==> src/rtl/pdseq_pkg.sv <==
package pdseq_pkg;

   // per-rank power state
   typedef enum logic [1:0] {
      RK_UP   = 2'd0,
      RK_PRE  = 2'd1,
      RK_PD   = 2'd2,
      RK_EXIT = 2'd3
   } rank_st_e;

   // channel-wide sequence state
   typedef enum logic [3:0] {
      CH_RUN   = 4'd0,
      CH_WAKE  = 4'd1,
      CH_PRE   = 4'd2,
      CH_REF   = 4'd3,
      CH_RWAIT = 4'd4,
      CH_SWAKE = 4'd5,
      CH_SPRE  = 4'd6,
      CH_SHOLD = 4'd7,
      CH_SEXIT = 4'd8
   } chan_st_e;

   function automatic int max_of3(input int a, input int b, input int c);
      int m;
      m = (a > b) ? a : b;
      return (m > c) ? m : c;
   endfunction

endpackage

==> src/rtl/pdseq_rank.sv <==
module pdseq_rank
   import pdseq_pkg::*;
#(
   parameter int IDLE_W   = 8,
   parameter int EXIT_DLY = 3,
   parameter int PRE_DLY  = 2
)(
   input  logic              clk,
   input  logic              rst_n,
   input  logic              busy,
   input  logic              pd_precharge,
   input  logic [IDLE_W-1:0] idle_limit,
   input  logic              wake,
   input  logic              sleep,
   output logic              rank_cke,
   output logic              rank_up,
   output logic              rank_in_pre,
   output logic              pre_pulse
);

   localparam int MAXD  = max_of3(EXIT_DLY, PRE_DLY, 1);
   localparam int CNT_W = $clog2(MAXD + 1);
   localparam logic [CNT_W-1:0] EXIT_LAST = CNT_W'(EXIT_DLY - 1);
   localparam logic [CNT_W-1:0] PRE_LAST  = CNT_W'(PRE_DLY - 1);

   rank_st_e          st;
   logic [IDLE_W-1:0] idle_cnt;
   logic [CNT_W-1:0]  cnt;
   logic              idle_hit;

   // the current idle cycle completes the programmed run (0 behaves as 1)
   assign idle_hit = ({1'b0, idle_cnt} + (IDLE_W+1)'(1)) >= {1'b0, idle_limit};

   always_ff @(posedge clk or negedge rst_n) begin
      if (!rst_n) begin
         st       <= RK_UP;
         idle_cnt <= '0;
         cnt      <= '0;
      end else begin
         case (st)
            RK_UP: begin
               if (sleep && !busy) begin
                  st       <= RK_PD;
                  idle_cnt <= '0;
               end else if (busy || wake) begin
                  idle_cnt <= '0;
               end else if (idle_hit) begin
                  idle_cnt <= '0;
                  cnt      <= '0;
                  st       <= pd_precharge ? RK_PRE : RK_PD;
               end else if (idle_cnt != '1) begin
                  idle_cnt <= idle_cnt + 1'b1;
               end
            end
            RK_PRE: begin
               if (busy || wake) begin
                  st <= RK_UP;
               end else if (cnt == PRE_LAST) begin
                  st <= RK_PD;
               end else begin
                  cnt <= cnt + 1'b1;
               end
            end
            RK_PD: begin
               if (busy || wake) begin
                  st  <= RK_EXIT;
                  cnt <= '0;
               end
            end
            RK_EXIT: begin
               if (cnt == EXIT_LAST) begin
                  st       <= RK_UP;
                  idle_cnt <= '0;
               end else begin
                  cnt <= cnt + 1'b1;
               end
            end
            default: st <= RK_UP;
         endcase
      end
   end

   assign rank_cke    = (st != RK_PD);
   assign rank_up     = (st == RK_UP);
   assign rank_in_pre = (st == RK_PRE);
   assign pre_pulse   = (st == RK_PRE) && (cnt == '0);

endmodule

==> src/rtl/pdseq_chan.sv <==
module pdseq_chan
   import pdseq_pkg::*;
#(
   parameter int EXIT_DLY = 3,
   parameter int PRE_DLY  = 2,
   parameter int REF_DLY  = 4
)(
   input  logic clk,
   input  logic rst_n,
   input  logic ref_req,
   input  logic deep_idle,
   input  logic all_up,
   output logic wake,
   output logic sleep,
   output logic chan_pre,
   output logic ref_cmd,
   output logic run,
   output logic sr_hold,
   output logic sr_exit
);

   localparam int MAXD  = max_of3(EXIT_DLY, PRE_DLY, REF_DLY);
   localparam int CNT_W = $clog2(MAXD + 1);
   localparam logic [CNT_W-1:0] EXIT_LAST = CNT_W'(EXIT_DLY - 1);
   localparam logic [CNT_W-1:0] PRE_LAST  = CNT_W'(PRE_DLY - 1);
   localparam logic [CNT_W-1:0] REF_LAST  = CNT_W'(REF_DLY - 1);

   chan_st_e         st;
   logic [CNT_W-1:0] cnt;
   logic             ref_pend;

   // pending refresh: dropped in self-refresh, consumed by the command
   always_ff @(posedge clk or negedge rst_n) begin
      if (!rst_n) begin
         ref_pend <= 1'b0;
      end else if (st == CH_SHOLD) begin
         ref_pend <= 1'b0;
      end else if (st == CH_REF) begin
         ref_pend <= ref_req;
      end else begin
         ref_pend <= ref_pend | ref_req;
      end
   end

   always_ff @(posedge clk or negedge rst_n) begin
      if (!rst_n) begin
         st  <= CH_RUN;
         cnt <= '0;
      end else begin
         case (st)
            CH_RUN: begin
               cnt <= '0;
               if (deep_idle) begin
                  st <= CH_SWAKE;
               end else if (ref_pend || ref_req) begin
                  st <= CH_WAKE;
               end
            end
            CH_WAKE: begin
               cnt <= '0;
               if (all_up) st <= CH_PRE;
            end
            CH_PRE: begin
               if (cnt == PRE_LAST) begin
                  st  <= CH_REF;
                  cnt <= '0;
               end else begin
                  cnt <= cnt + 1'b1;
               end
            end
            CH_REF: begin
               st  <= CH_RWAIT;
               cnt <= '0;
            end
            CH_RWAIT: begin
               if (cnt == REF_LAST) begin
                  st <= CH_RUN;
               end else begin
                  cnt <= cnt + 1'b1;
               end
            end
            CH_SWAKE: begin
               cnt <= '0;
               if (all_up) st <= CH_SPRE;
            end
            CH_SPRE: begin
               if (cnt == PRE_LAST) begin
                  st  <= CH_SHOLD;
                  cnt <= '0;
               end else begin
                  cnt <= cnt + 1'b1;
               end
            end
            CH_SHOLD: begin
               cnt <= '0;
               if (!deep_idle) st <= CH_SEXIT;
            end
            CH_SEXIT: begin
               if (cnt == EXIT_LAST) begin
                  st <= CH_RUN;
               end else begin
                  cnt <= cnt + 1'b1;
               end
            end
            default: st <= CH_RUN;
         endcase
      end
   end

   assign run      = (st == CH_RUN);
   assign wake     = (st != CH_RUN);
   assign sleep    = (st == CH_RWAIT) && (cnt == REF_LAST);
   assign chan_pre = ((st == CH_PRE) || (st == CH_SPRE)) && (cnt == '0);
   assign ref_cmd  = (st == CH_REF);
   assign sr_hold  = (st == CH_SHOLD);
   assign sr_exit  = (st == CH_SEXIT);

endmodule

==> src/rtl/rank_pd_seq.sv <==
module rank_pd_seq #(
   parameter int NUM_RANKS = 2,
   parameter int IDLE_W    = 8,
   parameter int EXIT_DLY  = 3,
   parameter int PRE_DLY   = 2,
   parameter int REF_DLY   = 4
)(
   input  logic                 clk,
   input  logic                 rst_n,
   input  logic [NUM_RANKS-1:0] rank_present,
   input  logic                 pd_precharge,
   input  logic [IDLE_W-1:0]    idle_limit,
   input  logic                 ref_req,
   input  logic                 deep_idle,
   input  logic [NUM_RANKS-1:0] rank_busy,
   output logic [NUM_RANKS-1:0] cke,
   output logic [NUM_RANKS-1:0] cs_en,
   output logic [NUM_RANKS-1:0] pre_all,
   output logic                 ref_cmd,
   output logic                 sr_req,
   output logic [NUM_RANKS-1:0] rank_ready
);

   // elaboration-time parameter checks
   if (NUM_RANKS < 1) begin : g_bad_ranks
      $error("rank_pd_seq: NUM_RANKS must be at least 1");
   end
   if (IDLE_W < 1) begin : g_bad_idle
      $error("rank_pd_seq: IDLE_W must be at least 1");
   end
   if (EXIT_DLY < 1 || PRE_DLY < 1 || REF_DLY < 1) begin : g_bad_dly
      $error("rank_pd_seq: every fixed wait must be at least one cycle");
   end

   logic [NUM_RANKS-1:0] rk_cke;
   logic [NUM_RANKS-1:0] rk_up;
   logic [NUM_RANKS-1:0] rk_in_pre;
   logic [NUM_RANKS-1:0] rk_pre_pulse;
   logic                 all_up;
   logic                 wake;
   logic                 sleep;
   logic                 chan_pre;
   logic                 run;
   logic                 sr_hold;
   logic                 sr_exit;

   // empty slots never hold up a channel sequence
   assign all_up = &(rk_up | ~rank_present);

   pdseq_chan #(
      .EXIT_DLY (EXIT_DLY),
      .PRE_DLY  (PRE_DLY),
      .REF_DLY  (REF_DLY)
   ) u_chan (
      .clk       (clk),
      .rst_n     (rst_n),
      .ref_req   (ref_req),
      .deep_idle (deep_idle),
      .all_up    (all_up),
      .wake      (wake),
      .sleep     (sleep),
      .chan_pre  (chan_pre),
      .ref_cmd   (ref_cmd),
      .run       (run),
      .sr_hold   (sr_hold),
      .sr_exit   (sr_exit)
   );

   for (genvar i = 0; i < NUM_RANKS; i++) begin : g_rank
      pdseq_rank #(
         .IDLE_W   (IDLE_W),
         .EXIT_DLY (EXIT_DLY),
         .PRE_DLY  (PRE_DLY)
      ) u_rank (
         .clk          (clk),
         .rst_n        (rst_n),
         .busy         (rank_busy[i]),
         .pd_precharge (pd_precharge),
         .idle_limit   (idle_limit),
         .wake         (wake),
         .sleep        (sleep),
         .rank_cke     (rk_cke[i]),
         .rank_up      (rk_up[i]),
         .rank_in_pre  (rk_in_pre[i]),
         .pre_pulse    (rk_pre_pulse[i])
      );

      assign cke[i]        = rank_present[i] & ~sr_hold & (sr_exit | rk_cke[i]);
      assign cs_en[i]      = rank_present[i] & ~sr_hold & ~sr_exit & (rk_up[i] | rk_in_pre[i]);
      assign pre_all[i]    = rank_present[i] & ~sr_hold & (rk_pre_pulse[i] | chan_pre);
      assign rank_ready[i] = rank_present[i] & rk_up[i] & rank_busy[i] & run;
   end

   assign sr_req = sr_hold;

endmodule

==> config.mk <==
export PLATFORM = sky130hd
export DESIGN_NAME = rank_pd_seq
export DESIGN_NICKNAME = d
export VERILOG_FILES = /design/src/rtl/pdseq_pkg.sv /design/src/rtl/pdseq_rank.sv /design/src/rtl/pdseq_chan.sv /design/src/rtl/rank_pd_seq.sv
export SDC_FILE = /design/constraint.sdc
export NUM_CORES = 1
export LEC_CHECK = 0
export BUFFER_PORTS_ARGS = -buffer_cell sky130_fd_sc_hd__buf_2
export CAP_MARGIN = 10
export CORE_UTILIZATION = 50
export DETAILED_ROUTE_END_ITERATION = 7
export GPL_ROUTABILITY_DRIVEN = 0
export GPL_TIMING_DRIVEN = 1
export PLACE_DENSITY = 0.72
export SLEW_MARGIN = 15
export SYNTH_ARGS = -nofsm -noshare
export SYNTH_HDL_FRONTEND = slang
export SYNTH_SLANG_ARGS = --single-unit
==> constraint.sdc <==
create_clock -name clk -period 5.6 [get_ports clk]
set_input_delay 0.56 -clock clk [delete_from_list [all_inputs] [get_ports clk]]
set_output_delay 0.56 -clock clk [all_outputs]
set_load 0.01 [all_outputs]
==> flow_results.xml <==
<?xml version="1.0" encoding="UTF-8"?>
<metrics>
  <group name="placed_design">
    <metric name="place.port_buffers" unit="">26</metric>
    <metric name="dpl.hpwl" unit="um">4400</metric>
    <metric name="placed_cells" unit="">404</metric>
    <metric name="dp_slack" unit="ns">2.65</metric>
  </group>
  <group name="final_layout">
    <metric name="drive_above_1_share" unit="">0.120</metric>
    <metric name="antenna-diode-count" unit="">0</metric>
    <metric name="post-route-util" unit="">0.574</metric>
    <metric name="seqCellArea" unit="um^2">801</metric>
    <metric name="multi_input_gate_area_in_the_final_layout" unit="mm^2">0.00172</metric>
    <metric name="final_cell_mix" unit="">sky130_fd_sc_hd__ha_1 (37), sky130_fd_sc_hd__nand2_1 (36), sky130_fd_sc_hd__dfrtp_1 (32)</metric>
    <metric name="area.growth.synth_to_final" unit="%">10.1</metric>
    <metric name="final_cell_count_no_fill" unit="">411</metric>
    <metric name="layout.filler_cells" unit="">497</metric>
    <metric name="final_common_cell" unit="">sky130_fd_sc_hd__ha_1</metric>
    <metric name="finalNetCount" unit="">395</metric>
  </group>
  <group name="logic_synthesis">
    <metric name="post-synth-top-area-fraction" unit="">0.299</metric>
    <metric name="postSynth.asyncResetShare" unit="">1.00</metric>
    <metric name="synth_fp_nets" unit="">370</metric>
    <metric name="cell_types_with_the_largest_area_share_after_synthesis" unit="">sky130_fd_sc_hd__dfrtp_1 (30%), sky130_fd_sc_hd__ha_1 (17%), sky130_fd_sc_hd__nand2_1 (5.0%), sky130_fd_sc_hd__inv_1 (4.2%), sky130_fd_sc_hd__nor2_1 (3.5%)</metric>
    <metric name="synthesis_warning_total" unit="">0</metric>
    <metric name="leading_area_contributor_after_synthesis" unit="">sky130_fd_sc_hd__dfrtp_1</metric>
    <metric name="synth.yosys.seq_area_share" unit="">0.299</metric>
    <metric name="synth_cell_types" unit="">50</metric>
    <metric name="syn_inst_count" unit="">316</metric>
    <metric name="synth.avg_cell_area" unit="um^2">8.48</metric>
    <metric name="synth-seq-cells" unit="">32</metric>
    <metric name="synth_top_flop_cell" unit="">sky130_fd_sc_hd__dfrtp_1</metric>
    <metric name="count_of_flip_flops_with_a_built_in_enable_after_synthesis" unit="">0</metric>
    <metric name="post_synth_instance_area" unit="mm^2">0.00268</metric>
  </group>
  <group name="setup_path">
    <metric name="worst-endpoint-required" unit="ns">5.83</metric>
    <metric name="timing.critical_path.cells" unit="">ha_1 -&gt; nand3_1 -&gt; nor2_1 -&gt; xor2_1 -&gt; ha_1 -&gt; nand4_1 -&gt; nor2_1 -&gt; a311o_1 -&gt; or3b_1 -&gt; o211ai_1 -&gt; o21a_1</metric>
    <metric name="cpPeakStageDelay" unit="ns">0.50</metric>
    <metric name="endpoint_kind" unit="">register</metric>
    <metric name="slowest_stage" unit="">sky130_fd_sc_hd__or3b_1</metric>
    <metric name="timing.critical_path.arrival" unit="ns">3.20</metric>
    <metric name="setup.worst_path.start_class" unit="">register</metric>
    <metric name="path_max_fanout" unit="">7</metric>
    <metric name="setup.worst_path.class" unit="">register to register</metric>
  </group>
  <group name="cts">
    <metric name="h-tree-depth" unit="">2</metric>
    <metric name="cts_repair_resize_count" unit="">0</metric>
    <metric name="cts_tree" unit="">yes</metric>
    <metric name="clock_transition_at_the_registers_of_the_reported_paths" unit="ns">0.07</metric>
    <metric name="post-cts-setup-buffer-count" unit="">0</metric>
    <metric name="clkLatencyLatePin" unit="ns">0.29</metric>
    <metric name="tritoncts_num_sinks" unit="">32</metric>
    <metric name="cts_root_buffer" unit="">sky130_fd_sc_hd__clkbuf_8</metric>
    <metric name="clock_path_buffers" unit="">2</metric>
    <metric name="cts_made_buffers" unit="">5</metric>
    <metric name="cts_hold_buf" unit="">0</metric>
  </group>
  <group name="timing">
    <metric name="clock-skew-final" unit="ns">0.00668</metric>
    <metric name="setup_violations" unit="">0</metric>
    <metric name="grt_setup_unrepaired" unit="">no</metric>
    <metric name="layout_worst_path_cycle_share" unit="">0.530</metric>
    <metric name="tns" unit="ns">0</metric>
    <metric name="timing_hold_violations_final" unit="">0</metric>
    <metric name="worstMarginPinSlew" unit="ns">0.751</metric>
    <metric name="max_freq" unit="MHz">337</metric>
    <metric name="timing.final.crit_period" unit="ns">2.97</metric>
    <metric name="slew_violations" unit="">0</metric>
    <metric name="slew-limit-headroom" unit="">0.499</metric>
    <metric name="final.setup.worst_slack" unit="ns">2.63</metric>
  </group>
  <group name="power_and_ir_drop">
    <metric name="p_sw_frac" unit="">0.457</metric>
    <metric name="power-per-cell-area" unit="mW/mm^2">424</metric>
    <metric name="p_switching" unit="mW">0.572</metric>
    <metric name="seqPwrFrac" unit="">0.300</metric>
    <metric name="vdd_ir_drop_max" unit="V">0.000303</metric>
    <metric name="p_leak" unit="nW">1.50</metric>
    <metric name="power.share.clock" unit="">0.158</metric>
    <metric name="internal-power" unit="mW">0.681</metric>
    <metric name="design_power" unit="mW">1.25</metric>
    <metric name="share_comb_of_total_power" unit="">0.542</metric>
  </group>
  <group name="floorplanning">
    <metric name="cell_rows" unit="">26</metric>
    <metric name="die_area" unit="mm^2">0.00566</metric>
    <metric name="initial_cell_density_of_the_core" unit="">0.521</metric>
    <metric name="i_o_pin_count" unit="">27</metric>
    <metric name="floorplan.die.height" unit="um">75.2</metric>
    <metric name="die_w" unit="um">75.2</metric>
    <metric name="design.core.area" unit="mm^2">0.00514</metric>
  </group>
  <group name="drt">
    <metric name="detailedRoute.firstPassIterationCount" unit="">4</metric>
    <metric name="route.detailed.wl_per_inst" unit="um">13.9</metric>
    <metric name="post_drt_via_cell_ratio" unit="">5.60</metric>
    <metric name="remaining_drc_errors" unit="">0</metric>
    <metric name="wirelength" unit="um">5700</metric>
    <metric name="ant_nets" unit="">0</metric>
    <metric name="detailedRoute.firstIterationViolations" unit="">137</metric>
    <metric name="via_count" unit="">2303</metric>
  </group>
  <group name="grt">
    <metric name="grt_pass1_wl" unit="um">9650</metric>
    <metric name="total_global_routing_track_utilization" unit="">0.223</metric>
    <metric name="globalRouteOverflowTotal" unit="">0</metric>
    <metric name="antenna_found_initial" unit="">0</metric>
    <metric name="grt_pass1_vias" unit="">2194</metric>
    <metric name="grt_start_max_net_pins" unit="">33</metric>
  </group>
  <group name="outcome">
    <metric name="status" unit="">finished clean</metric>
  </group>
  <group name="worst_hold_path">
    <metric name="hold_class" unit="">input pin to asynchronous set/reset pin</metric>
  </group>
  <group name="job">
    <metric name="timing.max_cap.violations" unit="">0</metric>
  </group>
</metrics>
## worst paths after layout
check,start,to,slack (ns),cells after the start
max,g_rank[0].u_rank.idle_cnt[0]$_DFFE_PN0P_,g_rank[0].u_rank.idle_cnt[6]$_DFFE_PN0P_,2.63,11
min,rst_n,g_rank[0].u_rank.idle_cnt[5]$_DFFE_PN0P_,0.33,1
max reg2reg,g_rank[0].u_rank.idle_cnt[0]$_DFFE_PN0P_,g_rank[0].u_rank.idle_cnt[6]$_DFFE_PN0P_,2.63,11
min reg2reg,u_chan.ref_pend$_DFF_PN0_,u_chan.ref_pend$_DFF_PN0_,0.52,2
max in group asynchronous,rst_n,g_rank[1].u_rank.idle_cnt[4]$_DFFE_PN0P_,4.78,1
min in group clk,ref_req,u_chan.ref_pend$_DFF_PN0_,0.51,3
## power by group through the flow
stage	clock network, mW	logic, mW	registers [mW]
3_3_place_gp	0	0.663	0.378
4_1_cts	0.200	0.678	0.375
3_5_place_dp	0	0.673	0.379
6_report	0.197	0.679	0.376
2_1_floorplan	0	0.572	0.332
5_1_grt	0.212	0.765	0.387
## sequential cells by signal, summed over array words and instances (netlist names)
signal,count
g_rank.u_rank.cnt,4
g_rank.u_rank.idle_cnt,16
g_rank.u_rank.st,4
u_chan.cnt,3
u_chan.ref_pend,1
u_chan.st,4
## area by class of cell
cell class | instances | share of cell area
flip-flops and latches | 32 | 0.271
well taps | 70 | 0.0297
multi-input cells | 246 | 0.584
clock buffers | 7 | 0.0326
inverters | 30 | 0.0382
repair buffers | 26 | 0.0441
## cell families (layout without fill, tap and decap cells)
| logic type | Yosys count | after routing | share of synthesized area |
|---|---|---|---|
| AOI/OAI and AO/OA | 74 | 74 | 0.185 |
| xor gates and xnor gates | 12 | 12 | 0.0392 |
| adders and majority gates | 37 | 37 | 0.173 |
| buffers and inverters | 38 | 63 | 0.0579 |
| DFF | 32 | 32 | 0.299 |
| muxes | 6 | 6 | 0.0229 |
| and+or+nand+nor | 117 | 117 | 0.224 |
## metal layers
metal / track usage / up-vias / wire length, um
li1: - / 1160 / -
met1: 0.286 / 1082 / 2720
met2: 0.380 / 55 / 2690
met3: 0.0415 / 6 / 221
met4: 0.0700 / 0 / 70
met5: 0 / - / 0
## worst max-delay path, delay by kind of cell, from the launching register on
| family | cells | cell delay [ns] |
|---|---|---|
| fa+ha+maj | 2 | 0.53 |
| simple gates | 5 | 1.07 |
| compound gates | 3 | 0.72 |
| flops | 1 | 0.42 |
| xor+xnor | 1 | 0.17 |
## cell usage after synthesis (all sizes together), types with 2 or more instances
library cell / number
ha: 37
a211oi: 5
inv: 30
o31ai: 3
a211o: 4
buf: 6
a31oi: 2
nand4: 5
o21a: 2
nand2b: 14
clkbuf: 2
xnor2: 6
nand2: 36
nor3: 8
or4: 2
nand3: 12
and3: 3
mux2i: 5
a22oi: 2
dfrtp: 32
a21o: 4
a21oi: 17
nor2b: 3
or2: 2
xor2: 6
o21ai: 19
nor2: 25
o211ai: 4
a32o: 5
## stage by stage
step	hold WS (ns)	cell area [um^2]
2_1_floorplan	0.264	2680
3_3_place_gp	0.493	2860
3_5_place_dp	0.502	2860
4_1_cts	0.372	2950
5_1_grt	0.399	2950
6_report	0.331	2950
Power figures use the tool's default switching activity.
